### config.mk
export PLATFORM = sky130hd
export DESIGN_NAME = addr_unlock_ctrl
export DESIGN_NICKNAME = d
export VERILOG_FILES = /design/src/rtl/addr_unlock_pkg.sv /design/src/rtl/cu_front.sv /design/src/rtl/cu_matcher.sv /design/src/rtl/cu_gate.sv /design/src/rtl/addr_unlock_ctrl.sv
export SDC_FILE = /design/constraint.sdc
export NUM_CORES = 1
export LEC_CHECK = 0
export CELL_PAD_IN_SITES_DETAIL_PLACEMENT = 1
export CELL_PAD_IN_SITES_GLOBAL_PLACEMENT = 1
export CORE_UTILIZATION = 47
export DETAILED_ROUTE_END_ITERATION = 8
export DONT_BUFFER_PORTS = 1
export PLACE_DENSITY = 0.8
export SLEW_MARGIN = 0
export SYNTH_ARGS = -nofsm -noshare
export SYNTH_HDL_FRONTEND = slang
export SYNTH_SLANG_ARGS = --single-unit
### constraint.sdc
create_clock -name clk_i -period 2.9 [get_ports clk_i]
set_input_delay 0.29 -clock clk_i [delete_from_list [all_inputs] [get_ports clk_i]]
set_output_delay 0.29 -clock clk_i [all_outputs]
set_load 0.02 [all_outputs]
### src/rtl/addr_unlock_pkg.sv
package addr_unlock_pkg;
  typedef struct packed {
    logic wr;  // 1 read/write, 0 read-only
    logic nv;  // 1 power-fail protection active
  } sw_t;
endpackage

### src/rtl/cu_front.sv
module cu_front #(
  parameter int unsigned SYNC_STAGES = 2
) (
  input  logic clk_i,
  input  logic rst_ni,
  input  logic ce_ni,
  input  logic pf_i,
  output logic ce_fall_o,
  output logic pf_s_o
);
  logic                   ce_q;
  logic [SYNC_STAGES-1:0] pf_q;

  always_ff @(posedge clk_i or negedge rst_ni) begin
    if (!rst_ni) begin
      ce_q <= 1'b1;
      pf_q <= '0;
    end else begin
      ce_q <= ce_ni;
      pf_q <= {pf_q[SYNC_STAGES-2:0], pf_i};
    end
  end

  assign ce_fall_o = ce_q & ~ce_ni;
  assign pf_s_o    = pf_q[SYNC_STAGES-1];

  a_r1_one_sample_per_edge: assert property (@(posedge clk_i) disable iff (!rst_ni)
    ce_fall_o |=> !ce_fall_o);
endmodule

### src/rtl/cu_matcher.sv
module cu_matcher
  import addr_unlock_pkg::*;
#(
  parameter int unsigned SEQ_LEN  = 16,
  parameter int unsigned CHK_HI   = 11,
  parameter int unsigned LO_W     = 3,
  parameter logic [SEQ_LEN-1:0][LO_W-1:0] EXP_LO = '0,
  parameter logic [CHK_HI-1:0] EXP_HI = '0,
  parameter logic [SEQ_LEN-CHK_HI-2:0] NV_KEY = '0
) (
  input  logic            clk_i,
  input  logic            rst_ni,
  input  logic            bat_rst_ni,
  input  logic            sample_i,
  input  logic [LO_W:0]   addr_i,
  output sw_t             sw_o
);
  localparam int unsigned PTR_W = $clog2(SEQ_LEN);
  localparam int unsigned NV_W  = SEQ_LEN - CHK_HI - 1;
  localparam logic [PTR_W-1:0] WR_IDX = PTR_W'(CHK_HI);
  localparam logic [PTR_W-1:0] LAST   = PTR_W'(SEQ_LEN - 1);

  logic [PTR_W-1:0]   ptr_q;
  logic               wr_tmp_q;
  logic [NV_W-1:0]    nv_tmp_q;
  logic               wr_q, nv_q;
  logic [SEQ_LEN-1:0] exp_hi_ext;
  logic               rst_word, lo_ok, hi_ok, match, commit;

  assign exp_hi_ext = {{(SEQ_LEN-CHK_HI){1'b0}}, EXP_HI};
  assign rst_word   = &addr_i;
  assign lo_ok      = addr_i[LO_W-1:0] == EXP_LO[ptr_q];
  assign hi_ok      = (ptr_q >= WR_IDX) || (addr_i[LO_W] == exp_hi_ext[ptr_q]);
  assign match      = ~rst_word & lo_ok & hi_ok;
  assign commit     = sample_i & match & (ptr_q == LAST);

  always_ff @(posedge clk_i or negedge rst_ni) begin
    if (!rst_ni) begin
      ptr_q    <= '0;
      wr_tmp_q <= 1'b1;
      nv_tmp_q <= '0;
    end else if (sample_i) begin
      if (!match) begin
        ptr_q <= '0;
      end else begin
        if (ptr_q == WR_IDX) wr_tmp_q <= addr_i[LO_W];
        if (ptr_q > WR_IDX)  nv_tmp_q <= {nv_tmp_q[NV_W-2:0], addr_i[LO_W]};
        ptr_q <= (ptr_q == LAST) ? '0 : ptr_q + 1'b1;
      end
    end
  end

  always_ff @(posedge clk_i or negedge rst_ni) begin
    if (!rst_ni)     wr_q <= 1'b1;
    else if (commit) wr_q <= wr_tmp_q;
  end

  // retention switch survives supply loss; only battery reset clears it
  always_ff @(posedge clk_i or negedge bat_rst_ni) begin
    if (!bat_rst_ni) nv_q <= 1'b0;
    else if (commit) nv_q <= ({nv_tmp_q[NV_W-2:0], addr_i[LO_W]} == NV_KEY);
  end

  assign sw_o.wr = wr_q;
  assign sw_o.nv = nv_q;

  a_r2_restart: assert property (@(posedge clk_i) disable iff (!rst_ni)
    (sample_i && addr_i == '1) |=> ptr_q == '0);
  a_r3_abandon: assert property (@(posedge clk_i) disable iff (!rst_ni)
    (sample_i && !lo_ok) |=> ptr_q == '0);
  a_r6_wr_at_end: assert property (@(posedge clk_i) disable iff (!rst_ni)
    (wr_q != $past(wr_q)) |-> ($past(sample_i) && $past(ptr_q) == LAST));
  a_r6_ptr_hold: assert property (@(posedge clk_i) disable iff (!rst_ni)
    !sample_i |=> $stable(ptr_q));
endmodule

### src/rtl/cu_gate.sv
module cu_gate
  import addr_unlock_pkg::*;
(
  input  logic clk_i,
  input  logic rst_ni,
  input  logic ce_ni,
  input  logic we_ni,
  input  logic pf_s_i,
  input  sw_t  sw_i,
  output logic ce_no,
  output logic we_no
);
  logic wr_cur_q, nv_cur_q, ce_blk_q;

  // settings and chip-enable block reload only between accesses
  always_ff @(posedge clk_i or negedge rst_ni) begin
    if (!rst_ni) begin
      wr_cur_q <= 1'b1;
      nv_cur_q <= 1'b0;
      ce_blk_q <= 1'b0;
    end else if (ce_ni) begin
      wr_cur_q <= sw_i.wr;
      nv_cur_q <= sw_i.nv;
      ce_blk_q <= pf_s_i & sw_i.nv;
    end
  end

  assign ce_no = ce_ni | ce_blk_q;
  assign we_no = we_ni | ~wr_cur_q | ce_blk_q | (pf_s_i & nv_cur_q);

  a_r9_ce_steady: assert property (@(posedge clk_i) disable iff (!rst_ni)
    (!ce_ni && $past(!ce_ni)) |-> ce_no == $past(ce_no));
  a_r8_pf_blocks: assert property (@(posedge clk_i) disable iff (!rst_ni)
    ($past(ce_ni && pf_s_i && sw_i.nv) && !ce_ni) |-> (ce_no && we_no));
  a_r4_readonly: assert property (@(posedge clk_i) disable iff (!rst_ni)
    ($past(ce_ni && !sw_i.wr) && !ce_ni) |-> we_no);
endmodule

### src/rtl/addr_unlock_ctrl.sv
module addr_unlock_ctrl
  import addr_unlock_pkg::*;
#(
  parameter int unsigned SEQ_LEN = 16,
  parameter int unsigned CHK_HI  = 11,
  parameter int unsigned LO_W    = 3,
  parameter logic [SEQ_LEN-1:0][LO_W-1:0] EXP_LO = {
    3'd1, 3'd0, 3'd6, 3'd5, 3'd4, 3'd3, 3'd2, 3'd1,
    3'd0, 3'd6, 3'd5, 3'd4, 3'd3, 3'd2, 3'd1, 3'd0},
  parameter logic [CHK_HI-1:0] EXP_HI = 11'b101_1001_0110,
  parameter logic [SEQ_LEN-CHK_HI-2:0] NV_KEY = 4'b1010
) (
  input  logic            clk_i,
  input  logic            rst_ni,
  input  logic            bat_rst_ni,
  input  logic            ce_ni,
  input  logic            we_ni,
  input  logic [LO_W:0]   addr_i,
  input  logic            pf_i,
  output logic            ce_no,
  output logic            we_no,
  output logic            wr_en_o,
  output logic            nv_en_o
);
  logic ce_fall, pf_s;
  sw_t  sw;

  initial begin
    for (int i = 0; i < int'(SEQ_LEN); i++)
      a_r2_no_reset_word: assert (EXP_LO[i] != '1);
  end

  cu_front #(.SYNC_STAGES(2)) u_front (
    .clk_i    (clk_i),
    .rst_ni   (rst_ni),
    .ce_ni    (ce_ni),
    .pf_i     (pf_i),
    .ce_fall_o(ce_fall),
    .pf_s_o   (pf_s)
  );

  cu_matcher #(
    .SEQ_LEN(SEQ_LEN), .CHK_HI(CHK_HI), .LO_W(LO_W),
    .EXP_LO(EXP_LO), .EXP_HI(EXP_HI), .NV_KEY(NV_KEY)
  ) u_match (
    .clk_i     (clk_i),
    .rst_ni    (rst_ni),
    .bat_rst_ni(bat_rst_ni),
    .sample_i  (ce_fall),
    .addr_i    (addr_i),
    .sw_o      (sw)
  );

  cu_gate u_gate (
    .clk_i (clk_i),
    .rst_ni(rst_ni),
    .ce_ni (ce_ni),
    .we_ni (we_ni),
    .pf_s_i(pf_s),
    .sw_i  (sw),
    .ce_no (ce_no),
    .we_no (we_no)
  );

  assign wr_en_o = sw.wr;
  assign nv_en_o = sw.nv;
endmodule

== After elaboration in Yosys (flattened, before gate mapping) ==
Memories as Yosys holds them, arrays and structs flattened.
Index checks and enable logic that the tools add are counted.
Word-level totals
  bits in registers: 16
  memory bits (read-only): 64
  output and inout port bits: 4
  memories: 2
Operators by class
  add/subtract/negate cells: 1
  order comparisons: 3
  equality and inequality tests: 5
  mux-type cells: 4
  bitwise gates (word level): 14
  reductions and logical operators: 4
Memories
  (no name shown): depth 16, width 3, rd ports 1, clocked after Yosys merged registers in 0, wr ports 0, RTL line cu_matcher.sv:32  | assign lo_ok = addr_i[LO_W-1:0] == EXP_LO[ptr_q];
  (no name shown): depth 16, width 1, rd ports 1, clocked after Yosys merged registers in 0, wr ports 0, RTL line cu_matcher.sv:33  | assign hi_ok = (ptr_q >= WR_IDX) || (addr_i[LO_W] == exp_hi_ext[ptr_q]);
Operators with widths (count)
  4-bit equality test (second input constant): 3
  4-bit 2-to-1 mux: 2
  1-bit bitwise AND: 7
  3-bit AND reduction: 2
  4-bit by 5-bit < comparator with 1-bit output (second input constant): 1
  4-bit by 1-bit adder with 4-bit output (second input constant): 1
  4-bit >= comparator (second input constant): 1
  4-bit greater-than comparator (second input constant): 1
  1-bit bitwise OR: 4
  4-bit AND reduction: 1
  3-bit equality test: 1
  3-bit 2-to-1 mux: 1
  1-bit NOT: 3
  1-bit equality test: 1
  1-bit logical OR: 1
  1-bit 2-to-1 mux: 1

== Longest topological paths before layout ==
  depth after elaboration: 7
  gate-level depth with buffers: 9
  mapped depth without buffers: 9

== Cells and area by module ==
From an unflattened synthesis, not the netlist that was laid out.
Unflattened totals
  cells, all modules: 88
  area total of the unflattened synthesis: 952.2 sq um
Modules (own cells, without submodules)
  cu_matcher: instances 1, cells each 72, area each 730.7 sq um
  cu_gate: instances 1, cells each 12, area each 131.4 sq um
  cu_front: instances 1, cells each 4, area each 90.1 sq um

== Worst setup path after synthesis ==
Ideal clock, no wire load.
  path kind: reg2reg
  from: reg u_match.ptr_q[0]
  to: reg u_match.nv_q
  setup time: 0.128 ns
  arrival: 2.159 ns
  data required time: 2.772 ns
  path slack: 0.614 ns
  stages on the path, launching flop included: 9
  path buffers: 0
  clock period less this slack: 2.286 ns
  path through: dfrtp_1 inv_1 ha_1 inv_1 mux4_2 xnor2_2 nand4_4 nor2_2 mux2_1
On the way
  word-level cells in the longest chain between the ends: 7
Ends and longest elaborated chain
  from (decl): RTL line cu_matcher.sv:23  | logic [PTR_W-1:0] ptr_q;
  from (signal assigned): RTL line cu_matcher.sv:48  | ptr_q <= (ptr_q == LAST) ? '0 : ptr_q + 1'b1;
  memory read 16 x 3 bit / memory read 16 x 1 bit (equally long branches)
  3-bit 2-to-1 mux (implied by the code) / 1-bit 2-to-1 mux (equally long branches): RTL line cu_matcher.sv:32, cu_matcher.sv:33
  3-bit equality test / 1-bit equality test (equally long branches): RTL line cu_matcher.sv:32, cu_matcher.sv:33
  1-bit bitwise AND / 1-bit logical OR (equally long branches): RTL line cu_matcher.sv:34, cu_matcher.sv:33
  1-bit bitwise AND: RTL line cu_matcher.sv:34  | assign match = ~rst_word & lo_ok & hi_ok;
  1-bit bitwise AND: RTL line cu_matcher.sv:35  | assign commit = sample_i & match & (ptr_q == LAST);
  1-bit bitwise AND (*): RTL line cu_matcher.sv:35
  to (signal assigned): RTL line cu_matcher.sv:61  | else if (commit) nv_q <= ({nv_tmp_q[NV_W-2:0], addr_i[LO_W]} == NV_KEY);
  to (decl): RTL line cu_matcher.sv:26  | logic wr_q, nv_q;
Every way passes the cells marked *; elsewhere a longest branch is shown, timed or not. The select of a mux whose other input is x is not followed.
A chain may end at the register's enable or synchronous reset.

== Final worst setup path ==
Same ends and word-level chain as after synthesis.

==> impl_results.md <==
* Launching point of the worst reg2reg path: u_match.ptr_q[0]
* Type of the worst setup path: reg2reg
* Number of global-route vias before repair at 601
* Number of DRC markers in iteration 0 at 5
* Area of the mapped netlist at 940 um^2
* Portion of synthesized cell area occupied by the leading cell type at 32.0%
* Syn_area_per_cell at 11.1 um^2
* Critical path required time at 3.07 ns
* Critical path launch point: u_match.ptr_q[0]
* Global Route Usage Sum at 18.7%
* Largest net degree at the start of global routing at 16
* Leading register cell type out of synthesis: dfrtp_1
* Synth area leaders: dfrtp_1 32%, dfstp_2 11%, mux2_1 7.2%, ha_1 5.3%, nand2_1 3.6%
* # rows at 15
* Max Clock Freq at 403 MHz
* Period utilization at 85.5%
* Pwr dens at 391 nW/um^2
* Area of the die at 2180 um^2
* Die height at 46.7 um
* Number of vias per cell after detailed routing at 5.37
* Launching element type of the critical path: flip-flop
* Global-route wire length before repair at 2840 um
* Clock-pin slew on the worst setup and hold paths at 0.09 ns
* Critical-path maximum fanout at 9
* Flops & latches, synth at 16
* Placer Congestion at 0.707
* Critical-path cell with the highest stage delay: dfrtp_1
* P&R area growth vs syn at 9.32%
* Number of enable-type register cells in the synthesized netlist at 0
* Total CTS buffers at 3
* Final Net Count at 105
* Max Cap Viol at 0
* Cell Count, Final, Fillers Out at 115
* Initial core utilization at 52.2%
* Remaining global-route overflow at 0
* Core Area at 1800 um^2
* Antenna violations before repair at 0
* Max-slew violation count at 0
* Detailed-route DRC error count at 0
* Hold_sp: pf_i
* Placed Cells incl. Taps at 108
* CTS resizes at 0
* Critical Path End Type: flip-flop
* Routed Antenna Nets at 0
* Number of H-tree levels at 1
* Warnings, synthesis at 0
* Worst Hold Margin at 0.0365 ns
* Maximum count of clock buffers along a single path at 2
* Final setup vio count at 0
* Count of buffers from port buffering at 0
* Status: completed
* Wire length reported by the detailed router at 1710 um
* Critical path data arrival time at 2.65 ns
* Worst max-slew margin expressed relative to the limit at 56.5%
* Actual slew at the worst max-slew pin at 0.650 ns
* Clock sinks at 16
* Clock Skews at 0.00977 ns
* Cell breakdown of the critical path: ha_1 -> inv_1 -> ha_1 -> and2b_1 -> a31oi_1 -> mux2i_1 -> nand4_4 -> nor2_2 -> mux2_1
* WL/cell at 14.9 um
* Share of cells above drive strength 1 at 23.3%
* RSZ-0062 raised after global routing: no
* Most common cell on crit path: ha_1
* Die outline width at 46.7 um
* Most area-hungry cell type in the Yosys netlist: dfrtp_1
* Fin crit period at 2.48 ns
* Post-Synthesis Net Count at 99
* Diode count at 0
* Worst Hold Class: in2reg
* Post-Synthesis Cells at 85
* Worst-case vdd ir drop at 0.000334 V
* Proportion of synthesized chip area in sequential cells at 43.1%
* Drt pass-1 iters at 4
* Setup TNS after final layout at 0 ns
* Async set-or-reset flop fraction in the synthesized netlist at 100%
* Final Hold Fails at 0
* Clock root buffer: clkbuf_4
* Number of distinct library cells after synthesis at 35
* TritonCTS clock tree: built
* Most common cell after layout, fill and taps aside: dfrtp_1
* Highest cell delay on the worst timing path at 0.51 ns
* Cell leakage power at 0.435 nW
* Ports placed on the boundary at 14
* Commonest cells after routing, fill and taps aside: 12 x dfrtp_1, 9 x nand2_1, 6 x mux2_1
* Overall via count from detail_route at 618
* Clock latency at the later pin of the worst-skew pair at 0.28 ns
-- synth_stat cells, types with 2 or more instances --
cell      instances
mux2i_1           3
o21ai_1           4
ha_1              4
or2_2             2
buf_2             2
nor2_1            3
inv_1             5
dfrtp_1          12
dfstp_2           4
mux2_2            2
nand3_1           5
mux2_1            6
nand2_1           9
nand2b_1          2
xor2_1            2
-- layer usage --
metal / GRT usage, % / part of all wire, % / vias to the layer above
li1: - / - / 311
met1: 28.2 / 50 / 291
met2: 28.3 / 45 / 16
met3: 4.71 / 4.8 / 0
met4: 1.71 / 0 / 0
met5: 0 / 0 / -
-- sequential cells by signal (all words and copies together) (netlist names) --
name and cells:
u_match.nv_tmp_q 3, u_gate.nv_cur_q 1, u_match.wr_tmp_q 1, u_front.ce_q 1, u_gate.ce_blk_q 1, u_gate.wr_cur_q 1
u_match.ptr_q 4, u_front.pf_q 2, u_match.wr_q 1, u_match.nv_q 1
-- cell type report --
class                           instances  area [um^2]
Clock buffer                            4         36.3
Fill cell                             200          774
Inverter                                6         22.5
Multi-Input combinational cell         61          502
Sequential cell                        16          405
Tap cell                               25         31.3
Timing Repair Buffer                    3         30.0
-- critical path, delay by kind of cell (launching register included) --
| kind | cells | cell delay [ns] |
|---|---|---|
| multiplexers | 2 | 0.65 |
| flip-flops | 1 | 0.51 |
| AND/OR/NAND/NOR | 3 | 0.52 |
| AO/OA/AOI/OAI | 1 | 0.19 |
| adder cells (fa/ha/maj) | 2 | 0.43 |
| buffers and inverters | 1 | 0.08 |
-- final timing paths --
check,end,slack (ns),depth (start not counted)
max,u_match.nv_q,0.42,9
min,u_front.pf_q[0],0.04,0
max reg2reg,u_match.nv_q,0.42,9
min reg2reg,u_front.pf_q[1],0.34,0
max in group asynchronous,u_match.ptr_q[0],2.01,1
min in group asynchronous,u_match.nv_q,0.21,1
-- per-stage QoR --
stage                     worst slack, ns  total power [mW]  area, um^2  util (%)
final                               0.421             0.402        1030      57.0
after floorplan                     0.614             0.253         940         -
after CTS                           0.371             0.404        1030      57.0
after detailed placement            0.391             0.257         961      53.3
after global placement              0.430             0.256         961      53.3
after global routing                0.236             0.423        1030      57.0
-- power by group --
part	internal [mW]	switching, mW
sequential	0.227	0.00281
combinational	0.0132	0.0165
clock	0.0763	0.0665
total	0.316	0.0858
-- logic make-up (layout without fill, tap and decap cells) --
family / count (synthesis) / in the layout / synth area share [%]
buffers and inverters: 8 / 13 / 3.46
XOR/XNOR: 3 / 3 / 3.60
adder cells (fa/ha/maj): 4 / 4 / 5.33
AND/OR/NAND/NOR: 31 / 31 / 20.8
flip-flops: 16 / 16 / 43.1
multiplexers: 12 / 12 / 15.2
AO/OA/AOI/OAI: 11 / 11 / 8.52
-- timing repair --
action | in CTS | in global routing
hold buffers | 3 | 0
endpoints found under the hold margin | 17 | 0
endpoints found under the setup margin | 0 | 0
setup buffers | 0 | 0
Power figures use the tool's default switching activity.
